`src/rtl/hst_agu_pkg.sv`:
```
package hst_agu_pkg;

    localparam int unsigned HS_AW      = 64;
    localparam int unsigned HS_SRC_W   = 32;
    localparam int unsigned HS_HALF_W  = 16;
    localparam logic [4:0]  HS_SP_NUM  = 5'd31;

    typedef enum logic [1:0] {
        FORM_NONE = 2'd0,
        FORM_POST = 2'd1,
        FORM_PRE  = 2'd2,
        FORM_UOFF = 2'd3
    } hs_form_e;

    typedef enum logic [1:0] {
        OVL_KEEP  = 2'd0,
        OVL_ONES  = 2'd1,
        OVL_UNDEF = 2'd2,
        OVL_NOP   = 2'd3
    } hs_ovl_e;

    typedef struct packed {
        hs_form_e          form;
        logic              wback;
        logic              after;
        logic [4:0]        rt;
        logic [4:0]        rn;
        logic [HS_AW-1:0]  offset;
    } hs_dec_t;

    function automatic hs_form_e hs_classify(input logic [31:0] w);
        if (w[31:22] == 10'b0111100100)
            return FORM_UOFF;
        if (w[31:21] == 11'b01111000000 && w[11:10] == 2'b01)
            return FORM_POST;
        if (w[31:21] == 11'b01111000000 && w[11:10] == 2'b11)
            return FORM_PRE;
        return FORM_NONE;
    endfunction

endpackage

```
`src/rtl/hst_decode.sv`:
```
module hst_decode
    import hst_agu_pkg::*;
(
    input  logic [31:0] insn,
    output hs_dec_t     dec
);

    hs_form_e form;

    always_comb begin
        form       = hs_classify(insn);
        dec.form   = form;
        dec.rt     = insn[4:0];
        dec.rn     = insn[9:5];
        dec.wback  = (form == FORM_POST) || (form == FORM_PRE);
        dec.after  = (form == FORM_POST);
        if (form == FORM_UOFF)
            dec.offset = {{(HS_AW-13){1'b0}}, insn[21:10], 1'b0};
        else
            dec.offset = {{(HS_AW-9){insn[20]}}, insn[20:12]};
    end

endmodule

```
`src/rtl/hst_lanes.sv`:
```
module hst_lanes #(
    parameter  int unsigned BUS_BYTES = 8,
    localparam int unsigned LW        = $clog2(BUS_BYTES)
) (
    input  logic [LW-1:0]          lane,
    input  logic [15:0]            half,
    output logic [BUS_BYTES-1:0]   strb,
    output logic [8*BUS_BYTES-1:0] bus
);

    for (genvar i = 0; i < BUS_BYTES; i++) begin : g_lane
        if (i == 0) begin : g_first
            assign strb[i]       = (lane == LW'(i));
            assign bus[8*i +: 8] = (lane == LW'(i)) ? half[7:0] : 8'h00;
        end else begin : g_rest
            logic lo_here;
            logic hi_here;
            assign lo_here       = (lane == LW'(i));
            assign hi_here       = (lane == LW'(i-1));
            assign strb[i]       = lo_here | hi_here;
            assign bus[8*i +: 8] = lo_here ? half[7:0] :
                                   hi_here ? half[15:8] : 8'h00;
        end
    end

endmodule

```
`src/rtl/hst_agu.sv`:
```
module hst_agu
    import hst_agu_pkg::*;
#(
    parameter  int unsigned BUS_BYTES     = 8,
    parameter  int unsigned SP_ALIGN_BITS = 4,
    localparam int unsigned LW            = $clog2(BUS_BYTES),
    localparam int unsigned BUS_W         = 8 * BUS_BYTES
) (
    input  logic                  clk,
    input  logic                  rst,
    input  logic                  in_valid,
    input  logic [31:0]           in_insn,
    input  logic [HS_AW-1:0]      in_base,
    input  logic [HS_SRC_W-1:0]   in_src,
    input  logic [1:0]            in_policy,
    output logic                  out_valid,
    output logic                  st_en,
    output logic [HS_AW-1:0]      st_addr,
    output logic [HS_HALF_W-1:0]  st_data,
    output logic [BUS_BYTES-1:0]  st_strb,
    output logic [BUS_W-1:0]      st_bus,
    output logic                  wb_en,
    output logic [HS_AW-1:0]      wb_value,
    output logic                  align_fault,
    output logic                  undef_flag,
    output logic                  nop_flag,
    output logic                  no_match
);

    hs_dec_t                dec;
    hs_ovl_e                pol;
    logic [HS_AW-1:0]       sum;
    logic [HS_AW-1:0]       acc_addr;
    logic [HS_HALF_W-1:0]   half;
    logic [BUS_BYTES-1:0]   strb_c;
    logic [BUS_W-1:0]       bus_c;
    logic                   match, overlap, sp_bad, c_undef, c_nop, go;
    wire                    unused_src_hi = ^in_src[HS_SRC_W-1:HS_HALF_W];

    hst_decode u_dec (
        .insn (in_insn),
        .dec  (dec)
    );

    always_comb begin
        pol      = hs_ovl_e'(in_policy);
        sum      = in_base + dec.offset;
        acc_addr = dec.after ? in_base : sum;
        match    = (dec.form != FORM_NONE);
        overlap  = dec.wback && (dec.rn == dec.rt) && (dec.rn != HS_SP_NUM);
        c_undef  = match && overlap && (pol == OVL_UNDEF);
        c_nop    = match && overlap && (pol == OVL_NOP);
        sp_bad   = match && (dec.rn == HS_SP_NUM) && (|in_base[SP_ALIGN_BITS-1:0]);
        go       = match && !c_undef && !c_nop && !sp_bad;
        half     = (overlap && pol == OVL_ONES) ? '1 : in_src[HS_HALF_W-1:0];
    end

    hst_lanes #(.BUS_BYTES(BUS_BYTES)) u_lanes (
        .lane (acc_addr[LW-1:0]),
        .half (half),
        .strb (strb_c),
        .bus  (bus_c)
    );

    always_ff @(posedge clk) begin
        if (rst) begin
            out_valid   <= 1'b0;
            st_en       <= 1'b0;
            wb_en       <= 1'b0;
            align_fault <= 1'b0;
            undef_flag  <= 1'b0;
            nop_flag    <= 1'b0;
            no_match    <= 1'b0;
            st_addr     <= '0;
            st_data     <= '0;
            st_strb     <= '0;
            st_bus      <= '0;
            wb_value    <= '0;
        end else begin
            out_valid   <= in_valid;
            st_en       <= in_valid && go;
            wb_en       <= in_valid && go && dec.wback;
            align_fault <= in_valid && sp_bad;
            undef_flag  <= in_valid && c_undef;
            nop_flag    <= in_valid && c_nop;
            no_match    <= in_valid && !match;
            st_addr     <= acc_addr;
            st_data     <= half;
            st_strb     <= strb_c;
            st_bus      <= bus_c;
            wb_value    <= sum;
        end
    end

endmodule

```
`config.mk`:
```
export PLATFORM = sky130hd
export DESIGN_NAME = hst_agu
export DESIGN_NICKNAME = d
export VERILOG_FILES = /design/src/rtl/hst_agu_pkg.sv /design/src/rtl/hst_decode.sv /design/src/rtl/hst_lanes.sv /design/src/rtl/hst_agu.sv
export SDC_FILE = /design/constraint.sdc
export NUM_CORES = 1
export LEC_CHECK = 0
export CAP_MARGIN = 0
export CORE_ASPECT_RATIO = 0.8
export CORE_MARGIN = 1
export CORE_UTILIZATION = 52
export CTS_BUF_LIST = sky130_fd_sc_hd__clkbuf_8
export CTS_CLUSTER_DIAMETER = 30
export CTS_CLUSTER_SIZE = 14
export DETAILED_ROUTE_END_ITERATION = 16
export PLACE_DENSITY_LB_ADDON = 0.05
export RECOVER_POWER = 50
export SYNTH_ARGS = -nofsm -noshare
export SYNTH_HDL_FRONTEND = slang
export SYNTH_SLANG_ARGS = --single-unit
```
`constraint.sdc`:
```
create_clock -name clk -period 12.1 [get_ports clk]
set_clock_uncertainty 0.15 [all_clocks]
set_input_delay 2.42 -clock clk [delete_from_list [all_inputs] [get_ports clk]]
set_output_delay 2.42 -clock clk [all_outputs]
set_load 0.05 [all_outputs]
```
Word-level counts from Yosys, hierarchy flattened
Index checks and enable logic that the tools add are counted.
Word-level totals
  bits of input ports: 133
  bits in registers: 223
  memories: 0
  output and inout port bits: 223
  latch bits: 0
  RAM bits: 0
  logic and storage cells: 99
  bits in read-only memories: 0
Operators by class
  bitwise logic cells: 8
  multiplexer cells: 29
  multipliers: 0
  shift-type cells: 0
  reduce and logical (&&, ||, !) cells: 28
  divide/modulo/power cells: 0
  magnitude comparators: 0
  add/sub/neg operators: 1
  eq/ne operators: 20
Operators with widths (count)
  $mux W64: 2
  $mux W8: 14
  $add A64 B64 Y64: 1
  $logic_and A1 B1 Y1: 19
  $mux W16: 1
  $eq A3 B3 Y1 const B: 4
  $mux W2: 6
  $eq A11 B10 Y1 const B: 1
  $eq A10 B9 Y1 const B: 1
  $eq A2 B2 Y1 const B: 5
  $or A1 B1 Y1: 7
  $eq A2 B1 Y1 const B: 3
  $eq A3 B2 Y1 const B: 2
  $mux W1: 6
  $eq A5 B5 Y1: 1
  $eq A5 B5 Y1 const B: 1
  $ne A5 B5 Y1 const B: 1
  $logic_not A1 Y1: 4
  $reduce_or A4 Y1: 1
  $eq A3 B1 Y1 const B: 1
  $logic_not A3 Y1: 1
  $reduce_bool A2 Y1: 1
  $reduce_or A2 Y1: 1
  $logic_or A1 B1 Y1: 1
  $not A1 Y1: 1

Logic depth before layout (Yosys ltp)
  depth after elaboration: 21
  gate-level depth with buffers: 18

By module
From an unflattened synthesis, not the netlist that was laid out.
Unflattened totals
  cells, all modules: 1453
  area total of the unflattened synthesis: 12105.4 um^2
Modules (own cells, without submodules)
  hst_agu: seq. area each 4464.3 um^2, cells an instance 1230, area each 10545.1 um^2, instances 1
  hst_lanes: seq. area each 0.0 um^2, cells an instance 135, area each 810.8 um^2, instances 1
  hst_decode: seq. area each 0.0 um^2, cells an instance 88, area each 749.5 um^2, instances 1

Worst setup path after synthesis
OpenSTA, ideal clock, no wires.
  path type: input port to flip-flop
  start: in in_insn[22]
  end: reg st_addr[62]
  arrival: 6979 ps
  data required time: 11878 ps
  path buffers: 5
  cell stages on the path: 18
  setup slack: 4899 ps
  path through: or4b_4 > o31ai_4 > buf_6 > buf_6 > buf_2 > buf_1 > clkbuf_1 > o21ai_0 > ha_1 > and4_1 > o2111a_1 > o31ai_2 > a21oi_1 > o31ai_2 > or3_1 > a211o_1 > mux2i_1 > mux2i_1
On the way
  longest elaborated chain between the ends: 12
  elaborated cells on any way between the ends: 20
  those cells by class: 1 x add/sub; 4 x eq/ne; 13 x mux; 2 x reduce/logical
RTL lines
  start: declaration: RTL line hst_agu.sv:12  | input logic [31:0] in_insn,
  $eq A11 B10 Y1: RTL line hst_agu_pkg.sv:34, hst_agu_pkg.sv:36
  $logic_and A1 B1 Y1: RTL line hst_agu_pkg.sv:36  | if (w[31:21] == 11'b01111000000 && w[11:10] == 2'b11)
  $mux W1 (2 in a row): RTL line hst_agu_pkg.sv:36
  $mux W1: RTL line hst_agu_pkg.sv:34  | if (w[31:21] == 11'b01111000000 && w[11:10] == 2'b01)
  $mux W2: RTL line hst_agu_pkg.sv:38  | return FORM_NONE;
  $mux W2: RTL line hst_agu_pkg.sv:36
  $mux W2 (*): RTL line hst_agu_pkg.sv:34
  $eq A2 B2 Y1: RTL line hst_decode.sv:17  | if (form == FORM_UOFF)
  $mux W64: RTL line hst_decode.sv:17
  $add A64 B64 Y64: RTL line hst_agu.sv:47  | sum = in_base + dec.offset;
  $mux W64 (*): RTL line hst_agu.sv:48  | acc_addr = dec.after ? in_base : sum;
  end signal: assignment: RTL line hst_agu.sv:87  | st_addr <= acc_addr;
  end: declaration: RTL line hst_agu.sv:18  | output logic [HS_AW-1:0] st_addr,
Every way passes the cells marked *; elsewhere a longest branch is shown, timed or not. The select of a mux whose other input is x is not followed.
A chain may end at the register's enable or synchronous reset.

Final worst setup path
  start: in in_insn[22]
  end: reg st_addr[51]
Same word-level chain as after synthesis.

==> key figures <==
Status
  – Status: finished, violations left
  – Failing checks: capacitance limit, slew limit

CTS
  – Clock slew at reported path FFs: approximately 0.070 ns
  – Clock Path Buffers: 3
  – Post-CTS Resized: 0
  – H-tree Lvls: 2
  – Clock root cell: clkbuf_8
  – Hold_buf cts: 0
  – Setup bufs post-CTS: 0
  – Cts bufs inserted: 37
  – Clock Sinks: approximately 220
  – CTS tree: built

Global route
  – GR Overflow Total: 0
  – Antenna violations before repair: 1
  – Overall global routing resource usage: 33.71%
  – First-pass GRT wire length: 57370 um
  – Number of global-route vias before repair: ~11k
  – Pin count of the biggest net entering global routing: 95

Flow run
  – Max_cap viols: 1

Setup path
  – CP Launch Type: input pin
  – CP most frequent cell: o31ai_1
  – Crit path DAT: ~8.1 ns
  – CP max stage delay: just over 0.8 ns
  – Crit-path max FO: 12
  – CP max stage cell: a211oi_1
  – Buffer and inverter count on the worst path: 1
  – Worst-path cell chain: clkdlybuf4s50_1 > or4b_4 > nor3_1 > nand2_1 > mux2_2 > ha_1 > and4_1 > nand3_1 > o31ai_1 > o21bai_1 > a211oi_1 > o31ai_1 > mux2i_1 > or3_1 > a21oi_1
  – WS Path Type: in2reg
  – Crit path max-delay family: compound AO/OA/AOI/OAI gates
  – Setup crit end kind: flip-flop
  – CP Data Required Time: between 10 and 15 ns

Floorplan
  – Die X: 165.2 um
  – Die area: 0.02189 sq mm
  – Die height: 132.5 um
  – I/O pins: 356
  – Core Region: 0.02076 sq mm
  – Starting density of the core: a little over half
  – Num rows: 47

Logic synthesis
  – Most used DFF post-synth: dfxtp_1
  – Synth cell types: 73
  – Synth warnings: 0
  – Ys async rst share: 0%
  – Post-synthesis area per instance: 8.216 sq um
  – Number of synthesized flops with an enable pin: 0
  – Count leader, synth: dfxtp_1
  – Seq/Total Area, Yosys: 40.31%
  – Synth top area share: about two fifths
  – #FFs+latches synth: about 220
  – Mapped cell area: ~0.011 sq mm
  – Syn nets: between 1k and 1.5k
  – Most instantiated cells after synthesis: dfxtp_1, nor2_1, clkbuf_1
  – Synth area leaders: dfxtp_1, nor2_1, o22ai_1, a21oi_1, mux2i_1
  – Dominant cell type by area after synthesis: dfxtp_1
  – Mapped Cells: 1348

Route
  – # DRC: 0
  – Detail Route Antenna Nets: 0
  – Top routing layer in use: met4
  – Wl on met1: around 16000 um
  – DR vias: around 11k
  – Final WL: 38050 um
  – Met2 routed WL: between 15000 and 20000 um
  – DR pass1 iterations: 5
  – Drt initial violations: around 1.1k
  – Vias per std cell: 5.985
  – DR WL/cell: ~20 um
  – Met3 WL: ~4000 um

Placement
  – Dpl hpwl: 27820 um
  – Gp weighted congestion: 0.9356
  – Port buffer count: 339
  – Dpl cells: between 1.5k and 2k

Layout
  – N_diodes: 0
  – Finished Layout Cells: 1916
  – NumNets Final: about 1.8k
  – Share of layout cells above drive strength 1: 8.500%
  – Area grow syn2layout: 37.53%

STA
  – Final cycle utilization of the critical path: between 60 and 70%
  – Slew @ Worst Pin: ~2.5 ns
  – Fin. Hold Viols: 0
  – Max Freq: about 130 MHz
  – Worst rel slew slack: -65.24%
  – TNS Setup: 0 ns
  – Max Transition Viols Final: between 60 and 70
  – Period minus WS final: roughly 7.8 ns
  – RSZ-0062 raised after global routing: false
  – Final setup viols: 0

Power
  – Reg power frac: roughly two fifths
  – Logic pwr share: around 25%
  – Psw: around 0.7 mW
  – Worst vdd ir: approximately 0.13 mV
  – Power per cell area: 136.2 mW/mm^2
  – Sw frac: 33.89%
  – Leakage: ~6.3 nW
  – Clock share of power: between 30% and 40%
  – Int Pwr: 1.371 mW

Worst hold path
  – Hold Path Class: in2reg
## per-layer routing
layer | vias to the layer above | global-route usage (%)
met4 | 0 | 14.48
met3 | 110 | 7.618
met2 | 669 | 51.79
li1 | 5324 | -
met5 | - | 0
met1 | 5365 | 45.12
## state kept, by name (all words and copies together) (netlist names)
| signal | cells |
|---|---|
| st_strb | 8 |
| align_fault | 1 |
| st_en | 1 |
| wb_value | 64 |
| wb_en | 1 |
| st_addr | 64 |
| st_bus | 64 |
| no_match | 1 |
| out_valid | 1 |
| undef_flag | 1 |
| st_data | 16 |
| nop_flag | 1 |
## placed cells by master, fill, tap and decap left out, types with 39 or more instances in the layout
master and count:
a21oi_1 68, clkbuf_8 40, clkdlybuf4s50_1 116, dfxtp_1 223, dlygate4sd3_1 222, nand2_1 73, nand3_1 39, nor2_1 199
nor3_1 43, o21ai_0 50, o22ai_1 62
## logic make-up after synthesis
family	synth area share [%]
xor+xnor	5.140
fa+ha+maj	1.875
compound gates	15.92
buf+inv	5.174
flops	40.31
simple gates	26.14
mux	5.445
## through the flow
stage	hold WS [ns]	total power [mW]	worst slack (ns)	utilization, %	instance area [sq um]
after floorplan	2.342	1.153	4.900	-	11080
after global placement	2.748	1.332	4.057	69.31	14390
after detailed placement	2.768	1.339	3.908	69.31	14390
after CTS	2.206	2.099	4.444	73.40	15240
after global routing	2.325	2.146	4.047	73.38	15230
final	2.310	2.074	4.292	73.38	15230
## power by group through the flow
stage / clock (mW) / combinational, mW / sequential, mW
final: 0.764 / 0.514 / 0.796
after global routing: 0.806 / 0.539 / 0.801
after CTS: 0.772 / 0.527 / 0.799
after detailed placement: 0 / 0.524 / 0.815
after global placement: 0 / 0.518 / 0.814
after floorplan: 0 / 0.156 / 0.996
## cell type report
class / count / area (sq um)
multi-input combinational: 983 / 6047
fill: 1599 / 5527
sequential: 223 / 4464
timing repair buffer: 343 / 3417
clock buffer: 40 / 550.5
tap: 269 / 336.6
clock inverter: 26 / 296.5
inverter: 32 / 120.1
## worst paths after layout
path,from,endpoint,depth (start not counted)
setup / recovery,in_insn[22],st_addr[51]$_SDFF_PP0_,15
hold / removal,in_policy[0],undef_flag$_SDFF_PP0_,2
No activity file was read; power rests on OpenSTA's default activity.
